<file path="config.mk">
export PLATFORM = sky130hd
export DESIGN_NAME = crw_queue
export DESIGN_NICKNAME = d
export VERILOG_FILES = /design/src/rtl/crw_queue.sv
export SDC_FILE = /design/constraint.sdc
export NUM_CORES = 1
export LEC_CHECK = 0
export ABC_AREA = 1
export BUFFER_PORTS_ARGS = -buffer_cell sky130_fd_sc_hd__clkbuf_2
export CAP_MARGIN = 25
export CELL_PAD_IN_SITES_DETAIL_PLACEMENT = 1
export CELL_PAD_IN_SITES_GLOBAL_PLACEMENT = 1
export CORE_ASPECT_RATIO = 1.2
export CORE_MARGIN = 2
export CORE_UTILIZATION = 52
export DETAILED_ROUTE_END_ITERATION = 10
export HOLD_SLACK_MARGIN = 0.08
export PLACE_DENSITY_LB_ADDON = 0.08
export SETUP_SLACK_MARGIN = 0.4
export SYNTH_ARGS = -nofsm -noshare
export SYNTH_HDL_FRONTEND = slang
export SYNTH_SLANG_ARGS = --single-unit
</file>
<file path="constraint.sdc">
create_clock -name clk -period 6.9 [get_ports clk]
set_input_delay 1.38 -clock clk [delete_from_list [all_inputs] [get_ports clk]]
set_output_delay 1.38 -clock clk [all_outputs]
set_load 0.1 [all_outputs]
</file>
<file path="src/rtl/crw_queue.sv">
module crw_queue #(
  parameter int DEPTH = 8
) (
  input  logic        clk,
  input  logic        rst_n,
  input  logic        push_valid,
  input  logic [4:0]  push_src,
  input  logic [7:0]  push_erc,
  input  logic        push_chain,
  input  logic [15:0] push_rsid,
  input  logic        pop_req,
  output logic        pop_ack,
  output logic        pop_status,
  output logic [31:0] pop_word,
  output logic        mchk_pulse
);
  localparam int PW = (DEPTH > 1) ? $clog2(DEPTH) : 1;
  localparam int CW = $clog2(DEPTH + 1);

  logic [31:0]   mem [DEPTH];
  logic [PW-1:0] wr_ptr, rd_ptr;
  logic [CW-1:0] count;
  logic          lost, armed;

  wire empty     = (count == '0);
  wire full      = (count == CW'(DEPTH));
  wire do_pop    = pop_req && !empty;
  wire accept    = push_valid && (!full || do_pop);
  wire bypass    = accept && pop_req && empty;
  wire store     = accept && !bypass;
  wire empty_rd  = pop_req && empty && !accept;
  wire [31:0] new_word = {1'b0, lost, push_chain, push_src, push_erc, push_rsid};

  function automatic logic [PW-1:0] step_ptr(input logic [PW-1:0] p);
    return (p == PW'(DEPTH - 1)) ? '0 : p + 1'b1;
  endfunction

  always_ff @(posedge clk)
    if (store) mem[wr_ptr] <= new_word;

  always_ff @(posedge clk) begin
    if (!rst_n) begin
      wr_ptr     <= '0;
      rd_ptr     <= '0;
      count      <= '0;
      lost       <= 1'b0;
      armed      <= 1'b1;
      pop_ack    <= 1'b0;
      pop_status <= 1'b0;
      pop_word   <= '0;
      mchk_pulse <= 1'b0;
    end else begin
      if (store)  wr_ptr <= step_ptr(wr_ptr);
      if (do_pop) rd_ptr <= step_ptr(rd_ptr);
      if (store && !do_pop)      count <= count + 1'b1;
      else if (!store && do_pop) count <= count - 1'b1;
      if (accept)          lost <= 1'b0;
      else if (push_valid) lost <= 1'b1;
      armed      <= (armed && !accept) || empty_rd;
      mchk_pulse <= accept && armed;
      pop_ack    <= pop_req;
      pop_status <= empty_rd;
      pop_word   <= do_pop ? mem[rd_ptr] : (bypass ? new_word : '0);
    end
  end
endmodule

</file>
### After elaboration in Yosys (flattened, before gate mapping)

Memory sizes are Yosys's and may differ from the RTL's. A register that Yosys moved wholly into a read port is not among the register bits.
Index checks and enable logic that the tools add are counted.

* register bits after elaboration: 47
* memory bits (writable): 248
* logic and storage cells: 50
* memories: 1

Memory list
* mem: depth 8, width 31, rd ports 1, clocked after memory_dff 1, write ports 1, RTL line 20 `logic [31:0] mem [DEPTH];`

* $add $sub $neg: 4
* equal/unequal tests: 3
* mux-type cells: 10
* bitwise logic cells: 1
* reduce and logical (&&, ||, !) cells: 22

Operators with widths (number)
* 2-to-1 mux 32 bit: 1
* 2-to-1 mux 31 bit: 1
* 2-to-1 mux 3 bit: 4
* logical AND 1 bit: 11
* 2-to-1 mux 4 bit: 2
* adder 3 x 1 -> 3 bit, second input constant: 2
* equality test 3 bit, second input constant: 2
* zero test 1 bit: 6
* adder 4 x 1 -> 4 bit, second input constant: 1
* equality test 4 bit, second input constant: 1
* zero test 4 bit: 1
* subtractor 4 x 1 -> 4 bit, second input constant: 1
* logical OR 1 bit: 2
* 2-to-1 mux 1 bit: 2
* nonzero test 2 bit: 1
* OR reduction 2 bit: 1
* NOT 1 bit: 1

### Depth between registers and ports, before layout

* depth after elaboration: 13
* gate-level depth with buffers: 13
* depth with buffers taken out: 13

### Worst setup path before layout

Ideal clock, no wire load.

* path type: input to register
* from: input port push_valid
* to: memory mem[0][0] (netlist name) (enable)
* arrival: 3.357 ns
* required time: 6.481 ns
* slack: 3.124 ns
* stages on the path: 4
* buffers on the path: 1
* cell sequence: clkbuf_1 nand3_1 or2_2 nor2_1

* cells in the longest elaborated chain, start to end: 7

RTL lines
* start, declared: RTL line 6 `input logic push_valid,`
* logical AND 1 bit (*): RTL line 28 `wire accept = push_valid && (!full || do_pop);`
* logical AND 1 bit (2 in a row): RTL line 29 `wire bypass = accept && pop_req && empty;`
* zero test 1 bit: RTL line 30 `wire store = accept && !bypass;`
* logical AND 1 bit (*): RTL line 30
* 2-to-1 mux 1 bit (*): RTL line 39 `if (store) mem[wr_ptr] <= new_word;`
* 2-to-1 mux 1 bit (not written as such) (*): RTL line 39
* end, declared: RTL line 20

Every way passes the cells marked *; elsewhere a longest branch is shown, timed or not.

### Worst setup path after layout

* from: input port push_valid
* to: memory mem[6][25] (netlist name) (enable)

Same word-level chain as after synthesis.

==> impl_metrics.env <==
export IMPL_synth_simple_gate_area_frac=0.2038
export IMPL_clock_root_buffer="clkbuf_16"
export IMPL_drive_above_1_share=0.1176
export IMPL_cp_required_ns=7.13
export IMPL_cp_max_fo=34
export IMPL_synth_compound_gate_area_share=0.01734
export IMPL_clock_path_buffers=3
export IMPL_dieHeight_um=173.2
export IMPL_synth_top_area_share=0.6000
export IMPL_synth_cell_types=23
export IMPL_rows=61
export IMPL_power_density_nw_per_um2=375.7
export IMPL_synth_xor_area_frac=0.001411
export IMPL_status="finished, final reports clean"
export IMPL_gp_congestion=0.7630
export IMPL_rsz0062_at_grt="false"
export IMPL_clkTransAtPathRegs_ns=0.06
export IMPL_path_cells="clkbuf_2, nand3_1, or2_2, nor2_4, buf_4"
export IMPL_synth_top_cell_by_area="edfxtp_1"
export IMPL_instances_no_fill=1590
export IMPL_cts_made_buffers=30
export IMPL_critPathCaptureType="register"
export IMPL_worstMarginPinSlew_ns=0.9459
export IMPL_synth_top_family_by_area="simple AND/OR/NAND/NOR gates"
export IMPL_ios=69
export IMPL_htreeDepth=1
export IMPL_final_nets=1293
export IMPL_postRouteAntennaNets=0
export IMPL_clk_latency_ns=0.56
export IMPL_die_x_um=145.0
export IMPL_viasPerCell=5.418
export IMPL_cts_tree="yes"
export IMPL_final_min_clock_period_ns=3.544
export IMPL_leakagePower_uw=0.005979
export IMPL_ctsResizeCount=0
export IMPL_synth_area_leaders="edfxtp_1 60%, nand2_1 10%, dfxtp_1 7.9%, nand3_1 7.7%, inv_1 5.9%"
export IMPL_fin_crit_sh=0.5136
export IMPL_synth_warnings=0
export IMPL_syn_nets=1243
export IMPL_routed_wirelength_um=31410
export IMPL_core_area_um2=23280
export IMPL_ctsHoldBuffers=0
export IMPL_syn_area_per_cell_um2=10.33
export IMPL_setup_violations=0
export IMPL_slew_violations=0
export IMPL_first_global_vias=9420
export IMPL_cap_viol_max_count=0
export IMPL_grt_antenna_before_repair=0
export IMPL_grt_pass1_wl_um=49580
export IMPL_area_delta_synth_final_pct=13.87
export IMPL_cpPeakStageDelay_ns=0.64
export IMPL_first_pass_iters=5
export IMPL_synth_area_mux_share=0
export IMPL_clock_skew_ns=0.01338
export IMPL_ir_drop_uv=346.8
export IMPL_drtIter0Drc=575
export IMPL_diodes=0
export IMPL_drc=0
export IMPL_netlist_area_um2=12410
export IMPL_fmax_ghz=0.2822
export IMPL_holdWs_ns=0.4480
export IMPL_ys_ff_latch=297
export IMPL_relSlewSlack=0.3694
export IMPL_track_usage=0.2509
export IMPL_critPathLaunchType="primary input"
export IMPL_dp_cells=1527
export IMPL_criticalPathCategory="primary input to register"
export IMPL_hold_viol=0
export IMPL_cp_arrival_ns=3.77
export IMPL_cts_sinks=297
export IMPL_dieArea_um2=25130
export IMPL_dpl_hpwl_um=17190
export IMPL_wl_per_cell_um=19.76
export IMPL_start_util=0.5332
export IMPL_critPathSlowestCell="clkbuf_2"
export IMPL_hp_class="register to register"
export IMPL_grt_overflow=0
export IMPL_port_buffers=67
export IMPL_synthCells=1201
export IMPL_fill_cells=2527
export IMPL_final_setup_tns_ns=0
export IMPL_grt_max_degree=74
export IMPL_synthAdderAreaFrac=0.008669
export IMPL_vias=8615
export IMPL_cts_setup_buffers=0
export IMPL_synth_yosys_seq_area_share=0.6790
## path summary, 6_finish.rpt
| path | cells past startpoint | slack [ns] | endpoint | start |
|---|---|---|---|---|
| worst min register to register | 2 | 0.45 | mchk_pulse | armed |
| worst max register to register | 7 | 3.71 | pop_word[24] | register |
| worst max-delay path | 5 | 3.36 | mem[6][25] | push_valid |
| worst min-delay path | 2 | 0.45 | mchk_pulse | armed |
## registers in the layout (all words and copies together), names as in the netlist, named ones only
register and count:
armed 1, count 4, lost 1, mchk_pulse 1
mem 248, pop_ack 1, pop_status 1, pop_word 31
rd_ptr 3, wr_ptr 3
## kinds of logic (layout without fill, tap and decap cells)
group | Yosys count | after routing
other cells | 1 | 1
buf+inv | 266 | 340
simple gates | 584 | 584
fa+ha+maj | 8 | 8
xor+xnor | 2 | 2
flops | 297 | 297
compound gates | 43 | 43
## layout by cell type, fill, tap and decap left out, drive strengths merged, types with 4 or more instances in the layout
master / netlist / routed
nand2: 331 / 331
clkbuf: 19 / 112
bufinv: 0 / 4
nor2: 28 / 28
o21ai: 6 / 6
clkinv: 0 / 8
inv: 202 / 201
edfxtp: 248 / 248
nand4: 33 / 33
nand3: 191 / 191
buf: 45 / 15
a21oi: 37 / 37
ha: 7 / 7
dfxtp: 49 / 49
## metal layers
metal,up-vias,share of wire,global-route usage
met1,4285,0.41,0.3016
met2,230,0.52,0.4669
li1,4035,-,-
met5,-,0,0
met4,0,0.025,0.08498
met3,65,0.043,0.02974
## critical path: cells and delay by family
kind / cells / cell delay, ns
and+or+nand+nor: 3 / 1.33
buffers and inverters: 2 / 1.03
## cell usage after synthesis, drive strengths merged
master,count
xor2,2
or2,1
nand3,191
clkbuf,19
edfxtp,248
dfxtp,49
buf,45
ha,7
inv,202
nor2,28
conb,1
o21ai,6
nand2,331
a21oi,37
nand4,33
fa,1
## metrics by stage
stage,cell area [um2],utilization,total power [uW],worst slack [ns]
floorplan,12410,-,3293,3.124
global placement,12910,0.5545,3573,2.634
detailed placement,12930,0.5554,3627,2.451
CTS,13970,0.6002,5325,2.974
global route,14130,0.6071,5544,3.266
finish,14130,0.6071,5309,3.356
## area by class of cell
| cell class | instances | area [um2] | area share |
|---|---|---|---|
| sequential | 297 | 8433 | 0.5967 |
| multi-input combinational | 638 | 2934 | 0.2076 |
| clock buffer | 45 | 888.4 | 0.06285 |
| inverter | 202 | 759.5 | 0.05374 |
| timing repair buffer | 82 | 570.5 | 0.04037 |
| tap | 315 | 394.1 | 0.02789 |
| clock inverter | 11 | 153.9 | 0.01089 |
## power breakdown
| part | switching [uW] | leakage (uW) | internal [uW] |
|---|---|---|---|
| clock | 661 | 0.000516 | 1030 |
| combinational | 1100 | 0.00281 | 322 |
| sequential | 85.9 | 0.00265 | 2100 |
| total | 1850 | 0.00598 | 3460 |
Note: power is estimated with default switching activity, not from simulation.
